`src/rtl/sched_pkg.sv`:
```
package sched_pkg;
  typedef enum logic [1:0] {
    K_INT = 2'd0,
    K_VLS = 2'd1,
    K_VEC = 2'd2,
    K_EST = 2'd3
  } iclass_e;
endpackage

```
`src/rtl/sched_scoreboard.sv`:
```
module sched_scoreboard #(
  parameter int NREG = 32,
  parameter int CW   = 4,
  localparam int AW  = $clog2(NREG)
) (
  input  logic          clk,
  input  logic          rst_n,
  input  logic [AW-1:0] rd_a,
  input  logic [AW-1:0] rd_b,
  output logic          srcs_free,
  input  logic          ld_en,
  input  logic [AW-1:0] ld_addr,
  input  logic [CW-1:0] ld_val
);
  logic [CW-1:0] cnt_q [NREG];

  always_ff @(posedge clk) begin
    for (int i = 0; i < NREG; i++) begin
      if (!rst_n)                                   cnt_q[i] <= '0;
      else if (ld_en && ld_addr == AW'(i))          cnt_q[i] <= ld_val;
      else if (cnt_q[i] != '0)                      cnt_q[i] <= cnt_q[i] - 1'b1;
    end
  end

  assign srcs_free = (cnt_q[rd_a] == '0) && (cnt_q[rd_b] == '0);

  // a producer's latency is visible in the next cycle
  a_r9_load_visible: assert property (@(posedge clk) disable iff (!rst_n)
    ld_en |=> cnt_q[$past(ld_addr)] == $past(ld_val));
endmodule

```
`src/rtl/sched_rr_arb.sv`:
```
module sched_rr_arb (
  input  logic       clk,
  input  logic       rst_n,
  input  logic [1:0] req,
  input  logic       en,
  output logic [1:0] gnt
);
  logic last_q;

  always_comb begin
    gnt = 2'b00;
    if (en) begin
      unique case (req)
        2'b01:   gnt = 2'b01;
        2'b10:   gnt = 2'b10;
        2'b11:   gnt = last_q ? 2'b01 : 2'b10;
        default: gnt = 2'b00;
      endcase
    end
  end

  always_ff @(posedge clk) begin
    if (!rst_n)     last_q <= 1'b0;
    else if (|gnt)  last_q <= gnt[1];
  end

  a_r2_one_grant: assert property (@(posedge clk) disable iff (!rst_n)
    $onehot0(gnt) && ((gnt & ~req) == 2'b00));

  a_r3_alternate: assert property (@(posedge clk) disable iff (!rst_n)
    (en && req == 2'b11 && gnt == 2'b01) ##1 (en && req == 2'b11) |-> gnt == 2'b10);
endmodule

```
`src/rtl/dual_thread_issue.sv`:
```
module dual_thread_issue #(
  parameter int REG_W   = 5,
  parameter int INT_LAT = 2,
  parameter int VEC_LAT = 12,
  parameter int EST_LAT = 14,
  parameter int EST_GAP = 4
) (
  input  logic                 clk,
  input  logic                 rst_n,
  input  logic [1:0]           in_valid,
  output logic [1:0]           in_ready,
  input  logic [2+3*REG_W-1:0] in_instr0,
  input  logic [2+3*REG_W-1:0] in_instr1,
  output logic                 int_valid,
  output logic                 int_tid,
  output logic [2+3*REG_W-1:0] int_instr,
  output logic                 vec_valid,
  output logic                 vec_tid,
  output logic [2+3*REG_W-1:0] vec_instr,
  output logic                 iq_stall,
  output logic                 vq_stall
);
  import sched_pkg::*;

  localparam int IW   = 2 + 3*REG_W;
  localparam int NREG = 1 << REG_W;
  localparam int L1   = (INT_LAT > VEC_LAT) ? INT_LAT : VEC_LAT;
  localparam int L2   = (L1 > EST_LAT) ? L1 : EST_LAT;
  localparam int LMAX = (L2 > EST_GAP) ? L2 : EST_GAP;
  localparam int CW   = $clog2(LMAX + 1);

  logic          iq_v, vq_v, iq_t, vq_t;
  logic [IW-1:0] iq_i, vq_i;
  logic [CW-1:0] est_q;
  iclass_e       iq_k, vq_k;
  logic          irdy, vrdy, iq_is_int, vq_go, vq_space, xfer, iq_adv, iq_space;
  logic [1:0]    gnt;

  assign iq_k = iclass_e'(iq_i[IW-1:IW-2]);
  assign vq_k = iclass_e'(vq_i[IW-1:IW-2]);

  sched_scoreboard #(.NREG(NREG), .CW(CW)) i_int_sb (
    .clk(clk), .rst_n(rst_n),
    .rd_a(iq_i[2*REG_W-1:REG_W]), .rd_b(iq_i[REG_W-1:0]), .srcs_free(irdy),
    .ld_en(int_valid && iq_k == K_INT), .ld_addr(iq_i[3*REG_W-1:2*REG_W]),
    .ld_val(CW'(INT_LAT - 1)));

  sched_scoreboard #(.NREG(NREG), .CW(CW)) i_vec_sb (
    .clk(clk), .rst_n(rst_n),
    .rd_a(vq_i[2*REG_W-1:REG_W]), .rd_b(vq_i[REG_W-1:0]), .srcs_free(vrdy),
    .ld_en(vq_go), .ld_addr(vq_i[3*REG_W-1:2*REG_W]),
    .ld_val((vq_k == K_EST) ? CW'(EST_LAT - 1) : CW'(VEC_LAT - 1)));

  assign iq_is_int = (iq_k == K_INT) || (iq_k == K_VLS);
  assign vq_go     = vq_v && vrdy && (vq_k != K_EST || est_q == '0);
  assign vq_space  = !vq_v || vq_go;
  assign int_valid = iq_v && iq_is_int && irdy;
  assign xfer      = iq_v && !iq_is_int && vq_space;
  assign iq_adv    = int_valid || xfer;
  assign iq_space  = !iq_v || iq_adv;

  sched_rr_arb i_arb (.clk(clk), .rst_n(rst_n), .req(in_valid), .en(iq_space), .gnt(gnt));

  assign in_ready  = gnt;
  assign int_tid   = iq_t;
  assign int_instr = iq_i;
  assign vec_valid = vq_go;
  assign vec_tid   = vq_t;
  assign vec_instr = vq_i;
  assign iq_stall  = iq_v && !iq_adv;
  assign vq_stall  = vq_v && !vq_go;

  always_ff @(posedge clk) begin
    if (!rst_n) begin
      iq_v <= 1'b0; iq_t <= 1'b0; iq_i <= '0;
    end else if (|gnt) begin
      iq_v <= 1'b1; iq_t <= gnt[1]; iq_i <= gnt[1] ? in_instr1 : in_instr0;
    end else if (iq_adv) begin
      iq_v <= 1'b0;
    end
  end

  always_ff @(posedge clk) begin
    if (!rst_n) begin
      vq_v <= 1'b0; vq_t <= 1'b0; vq_i <= '0;
    end else if (xfer) begin
      vq_v <= 1'b1; vq_t <= iq_t; vq_i <= iq_i;
    end else if (vq_go) begin
      vq_v <= 1'b0;
    end
  end

  always_ff @(posedge clk) begin
    if (!rst_n)                     est_q <= '0;
    else if (vq_go && vq_k == K_EST) est_q <= CW'(EST_GAP - 1);
    else if (est_q != '0)           est_q <= est_q - 1'b1;
  end

  a_r6_hold_slot: assert property (@(posedge clk) disable iff (!rst_n)
    iq_stall |=> iq_v && iq_i == $past(iq_i) && iq_t == $past(iq_t));

  a_r6_freeze_both: assert property (@(posedge clk) disable iff (!rst_n)
    iq_stall |-> in_ready == 2'b00);

  a_r8_vq_hold: assert property (@(posedge clk) disable iff (!rst_n)
    vq_stall |=> vq_v && $stable(vq_i));

  a_r8_backpressure: assert property (@(posedge clk) disable iff (!rst_n)
    (iq_v && !iq_is_int && vq_stall) |=> iq_v && $stable(iq_i));

  generate
    if (INT_LAT > 1) begin : g_int_chk
      a_r5_no_early_use: assert property (@(posedge clk) disable iff (!rst_n)
        (int_valid && iq_k == K_INT) |=>
          !(int_valid && (iq_i[2*REG_W-1:REG_W] == $past(iq_i[3*REG_W-1:2*REG_W]) ||
                          iq_i[REG_W-1:0]       == $past(iq_i[3*REG_W-1:2*REG_W]))));
    end
    if (EST_GAP > 1) begin : g_est_chk
      a_r10_est_gap: assert property (@(posedge clk) disable iff (!rst_n)
        (vec_valid && vq_k == K_EST) |=> !(vec_valid && vq_k == K_EST));
    end
  endgenerate
endmodule

```
`config.mk`:
```
export PLATFORM = sky130hd
export DESIGN_NAME = dual_thread_issue
export DESIGN_NICKNAME = d
export VERILOG_FILES = /design/src/rtl/sched_pkg.sv /design/src/rtl/sched_scoreboard.sv /design/src/rtl/sched_rr_arb.sv /design/src/rtl/dual_thread_issue.sv
export SDC_FILE = /design/constraint.sdc
export NUM_CORES = 1
export LEC_CHECK = 0
export BUFFER_PORTS_ARGS = -buffer_cell sky130_fd_sc_hd__buf_2
export CORE_UTILIZATION = 35
export CTS_BUF_LIST = sky130_fd_sc_hd__clkbuf_2 sky130_fd_sc_hd__clkbuf_4 sky130_fd_sc_hd__clkbuf_8
export DETAILED_ROUTE_END_ITERATION = 6
export PLACE_DENSITY = 0.5
export SETUP_SLACK_MARGIN = 0.1
export SKIP_LAST_GASP = 1
export SYNTH_ARGS = -nofsm -noshare
export SYNTH_HDL_FRONTEND = slang
export SYNTH_HIERARCHICAL = 1
export SYNTH_SLANG_ARGS = --single-unit
```
`constraint.sdc`:
```
create_clock -name clk -period 8 [get_ports clk]
set_input_delay 1.6 -clock clk [delete_from_list [all_inputs] [get_ports clk]]
set_output_delay 1.6 -clock clk [all_outputs]
set_load 0.05 [all_outputs]
```
==> flow_metrics.env <==
export IMPL_area_delta_synth_final_pct=11.7
export IMPL_grt_pass1_vias=15000
export IMPL_max_cap_violations=0
export IMPL_nets=2207
export IMPL_die_x_um=233
export IMPL_vdd_ir_drop_max_uv=151
export IMPL_gp_congestion=0.839
export IMPL_powerDensity_nw_per_um2=379
export IMPL_die_y_um=233
export IMPL_hold_viol_final=0
export IMPL_cp_arrival_ns=4.92
export IMPL_yosys_warnings=6
export IMPL_finalCriticalPeriod_ns=6.52
export IMPL_drc=0
export IMPL_ctsHtreeMaxLevel=2
export IMPL_diodes=0
export IMPL_slew_limit_headroom=0.193
export IMPL_synth_edff_count=256
export IMPL_wire_per_inst_um=18.9
export IMPL_setup_viol=0
export IMPL_crit_top_cell="buf_4"
export IMPL_multi_input_area_um2=9300
export IMPL_dieArea_um2=54300
export IMPL_fillCellCount=5168
export IMPL_placed_cell_area_um2=19700
export IMPL_hpwlAfterDp_mm=37.4
export IMPL_cts_clk_slew_worst_paths_ns=0.05
export IMPL_start_util=0.355
export IMPL_dpl_worst_slack_ns=2.16
export IMPL_grt_start_max_net_pins=78
export IMPL_post_cts_resized=0
export IMPL_syn_inst=2012
export IMPL_drive_above_1_share=0.108
export IMPL_hold_path_class="flop to flop"
export IMPL_final_area_um2=20900
export IMPL_grt_pass1_wl_mm=84.4
export IMPL_ys_ff_latch=299
export IMPL_start_kind="flop"
export IMPL_rows=84
export IMPL_finalClockSkew_ns=0.0222
export IMPL_wirelength_mm=53.5
export IMPL_worstSetupEndpointType="primary output"
export IMPL_critical_path_top_delay_family="compound AO/OA/AOI/OAI gates"
export IMPL_avgSynthCellArea_um2=9.28
export IMPL_clockBufferDepth=3
export IMPL_cts_buffers_inserted=56
export IMPL_avgViaCountPerCell=5.46
export IMPL_io_buffers=79
export IMPL_status="finished clean"
export IMPL_path_buf_inv=3
export IMPL_power_leakage_uw=0.00738
export IMPL_fmax_mhz=153
export IMPL_critPathMaxFanout=20
export IMPL_cts_tree="built"
export IMPL_synth_flop_cell="edfxtp_1"
export IMPL_crit_type="flop to primary output"
export IMPL_syn_area_um2=18700
export IMPL_cp_cell_sequence="o21ai_0 > o311a_1 > a32oi_1 > o311ai_1 > nor4b_2 > nor2b_1 > a311oi_4 > buf_4 > or2_2 > nand2_1 > a21oi_2 > buf_4 > buf_2"
export IMPL_track_usage=0.198
export IMPL_critPathSlowestCell="dfxtp_1"
export IMPL_postLayoutSetupSlackWorst_ns=1.48
export IMPL_critical_path_required_ns=6.40
export IMPL_p_total_uw=7910
export IMPL_report_final_slew_viol_count=0
export IMPL_coreArea_um2=52700
export IMPL_clock_sinks=299
export IMPL_seq_area_um2=8550
export IMPL_overflow=0
export IMPL_dr_first_iter_drc_count=1307
export IMPL_postCtsSetupRepairBufs=0
export IMPL_rsz0062_at_grt="no"
export IMPL_cts_root_buf="clkbuf_8"
export IMPL_min_period_over_period=0.814
export IMPL_final_antenna_net_count=0
export IMPL_antenna_found_initial=0
export IMPL_cp_slowest_stage_delay_ns=0.94
export IMPL_worst_skew_pair_late_latency_ns=0.65
export IMPL_ys_seq_area_frac=0.458
export IMPL_ios=80
export IMPL_setup_tns_ns=0
export IMPL_cts_hold_buf=0
export IMPL_tightestPinTransition_ns=1.20
export IMPL_ys_types=72
export IMPL_vias=15500
export IMPL_drt_pass1_iterations=5
export IMPL_async_reset_ff_frac=0
registers in the layout, summed over array words and instances, names as in the netlist:
register and cells:
i_int_sb/cnt_q 128, vec_instr 17, i_vec_sb/cnt_q 128, int_tid 1, i_arb/last_q 1, est_q 4
vec_tid 1, int_instr 17, vq_v 1, iq_v 1
cells in the mapped netlist (43+ instances only):
master | n | area (um2)
nand2_1 | 395 | 1480
edfxtp_1 | 256 | 7690
nor2_1 | 196 | 736
o21ai_0 | 172 | 861
inv_1 | 138 | 518
o21ai_1 | 99 | 495
clkbuf_1 | 68 | 255
ha_1 | 66 | 826
o211ai_1 | 64 | 480
xnor2_1 | 64 | 561
o2111ai_1 | 63 | 552
o31a_1 | 57 | 499
nor4_1 | 56 | 350
mux2i_1 | 52 | 521
dfxtp_1 | 43 | 861
cell type report:
type                            count  share of cell area
Clock inverter                     12             0.00258
Tap cell                          688              0.0413
Timing Repair Buffer               93              0.0243
Multi-Input combinational cell   1515               0.446
Clock buffer                       91              0.0514
Sequential cell                   299               0.410
Inverter                          138              0.0248
stage by stage:
step	std cells	hold WS, ns	util
2_1_floorplan	2040	0.451	-
3_3_place_gp	2733	0.465	0.375
3_5_place_dp	2733	0.472	0.375
4_1_cts	2836	0.480	0.396
5_1_grt	2836	0.506	0.396
6_report	2836	0.473	0.396
report_power, final:
| part | switching (uW) | leakage [uW] | total [uW] | internal, uW |
|---|---|---|---|---|
| Combinational | 1850 | 0.00356 | 3180 | 1330 |
| Sequential | 634 | 0.00323 | 3220 | 2590 |
| Clock | 672 | 0.000598 | 1510 | 838 |
| Total | 3150 | 0.00738 | 7910 | 4760 |
tightest hold or removal path, stage by stage (launching register included):
cell     delay [ns]
dfxtp_1        0.32
nand2_1        0.06
mux2i_1        0.05
cells by family after synthesis:
family          count (synthesis)  synth area share
mux                            78            0.0588
flops                         299             0.458
other cells                     2          0.000402
buf+inv                       226            0.0505
fa+ha+maj                      66            0.0442
simple gates                  773             0.182
xor+xnor                       65            0.0305
compound gates                503             0.175
per-layer routing:
metal / global-route usage / vias to the layer above / wire length, um
li1: - / 7540 / -
met2: 0.335 / 429 / 25800
met1: 0.257 / 7433 / 23500
met4: 0.0647 / 0 / 1260
met5: 0 / - / 0
met3: 0.0311 / 80 / 3020
path summary, 6_finish.rpt:
| path | startpoint | to | slack, ns | depth (start not counted) |
|---|---|---|---|---|
| max reg2reg | vec_instr[1] | i_vec_sb/cnt_q[24][2] | 2.74 | 9 |
| max | vec_instr[1] | in_ready[0] | 1.48 | 13 |
| min reg2reg | vec_tid | vec_tid | 0.47 | 2 |
| min | vec_tid | vec_tid | 0.47 | 2 |
placed cells by master (no fill, tap or decap), types with 3 or more instances in the layout:
| master | count |
|---|---|
| clkbuf_4 | 29 |
| nand3_1 | 20 |
| or2_1 | 3 |
| nand3b_1 | 4 |
| mux4_1 | 4 |
| clkinv_1 | 9 |
| mux4_2 | 20 |
| or3_1 | 7 |
| o2111ai_1 | 63 |
| nor3b_1 | 3 |
| o211a_1 | 4 |
| and2_1 | 20 |
| nor4_1 | 56 |
| buf_4 | 14 |
| nor2_1 | 196 |
| nand2_1 | 395 |
| nand4_1 | 6 |
| nor2b_1 | 18 |
| buf_2 | 78 |
| xnor2_1 | 64 |
| o21ai_1 | 99 |
| mux2i_1 | 52 |
| edfxtp_1 | 256 |
| nor3_1 | 13 |
| clkbuf_8 | 62 |
| inv_1 | 138 |
| conb_1 | 30 |
| a21oi_1 | 13 |
| ha_1 | 66 |
| o31a_1 | 57 |
| nor4_2 | 6 |
| o21ai_0 | 172 |
| nand2b_1 | 15 |
| o211ai_1 | 64 |
| dfxtp_1 | 43 |
Power figures use the tool's default switching activity.
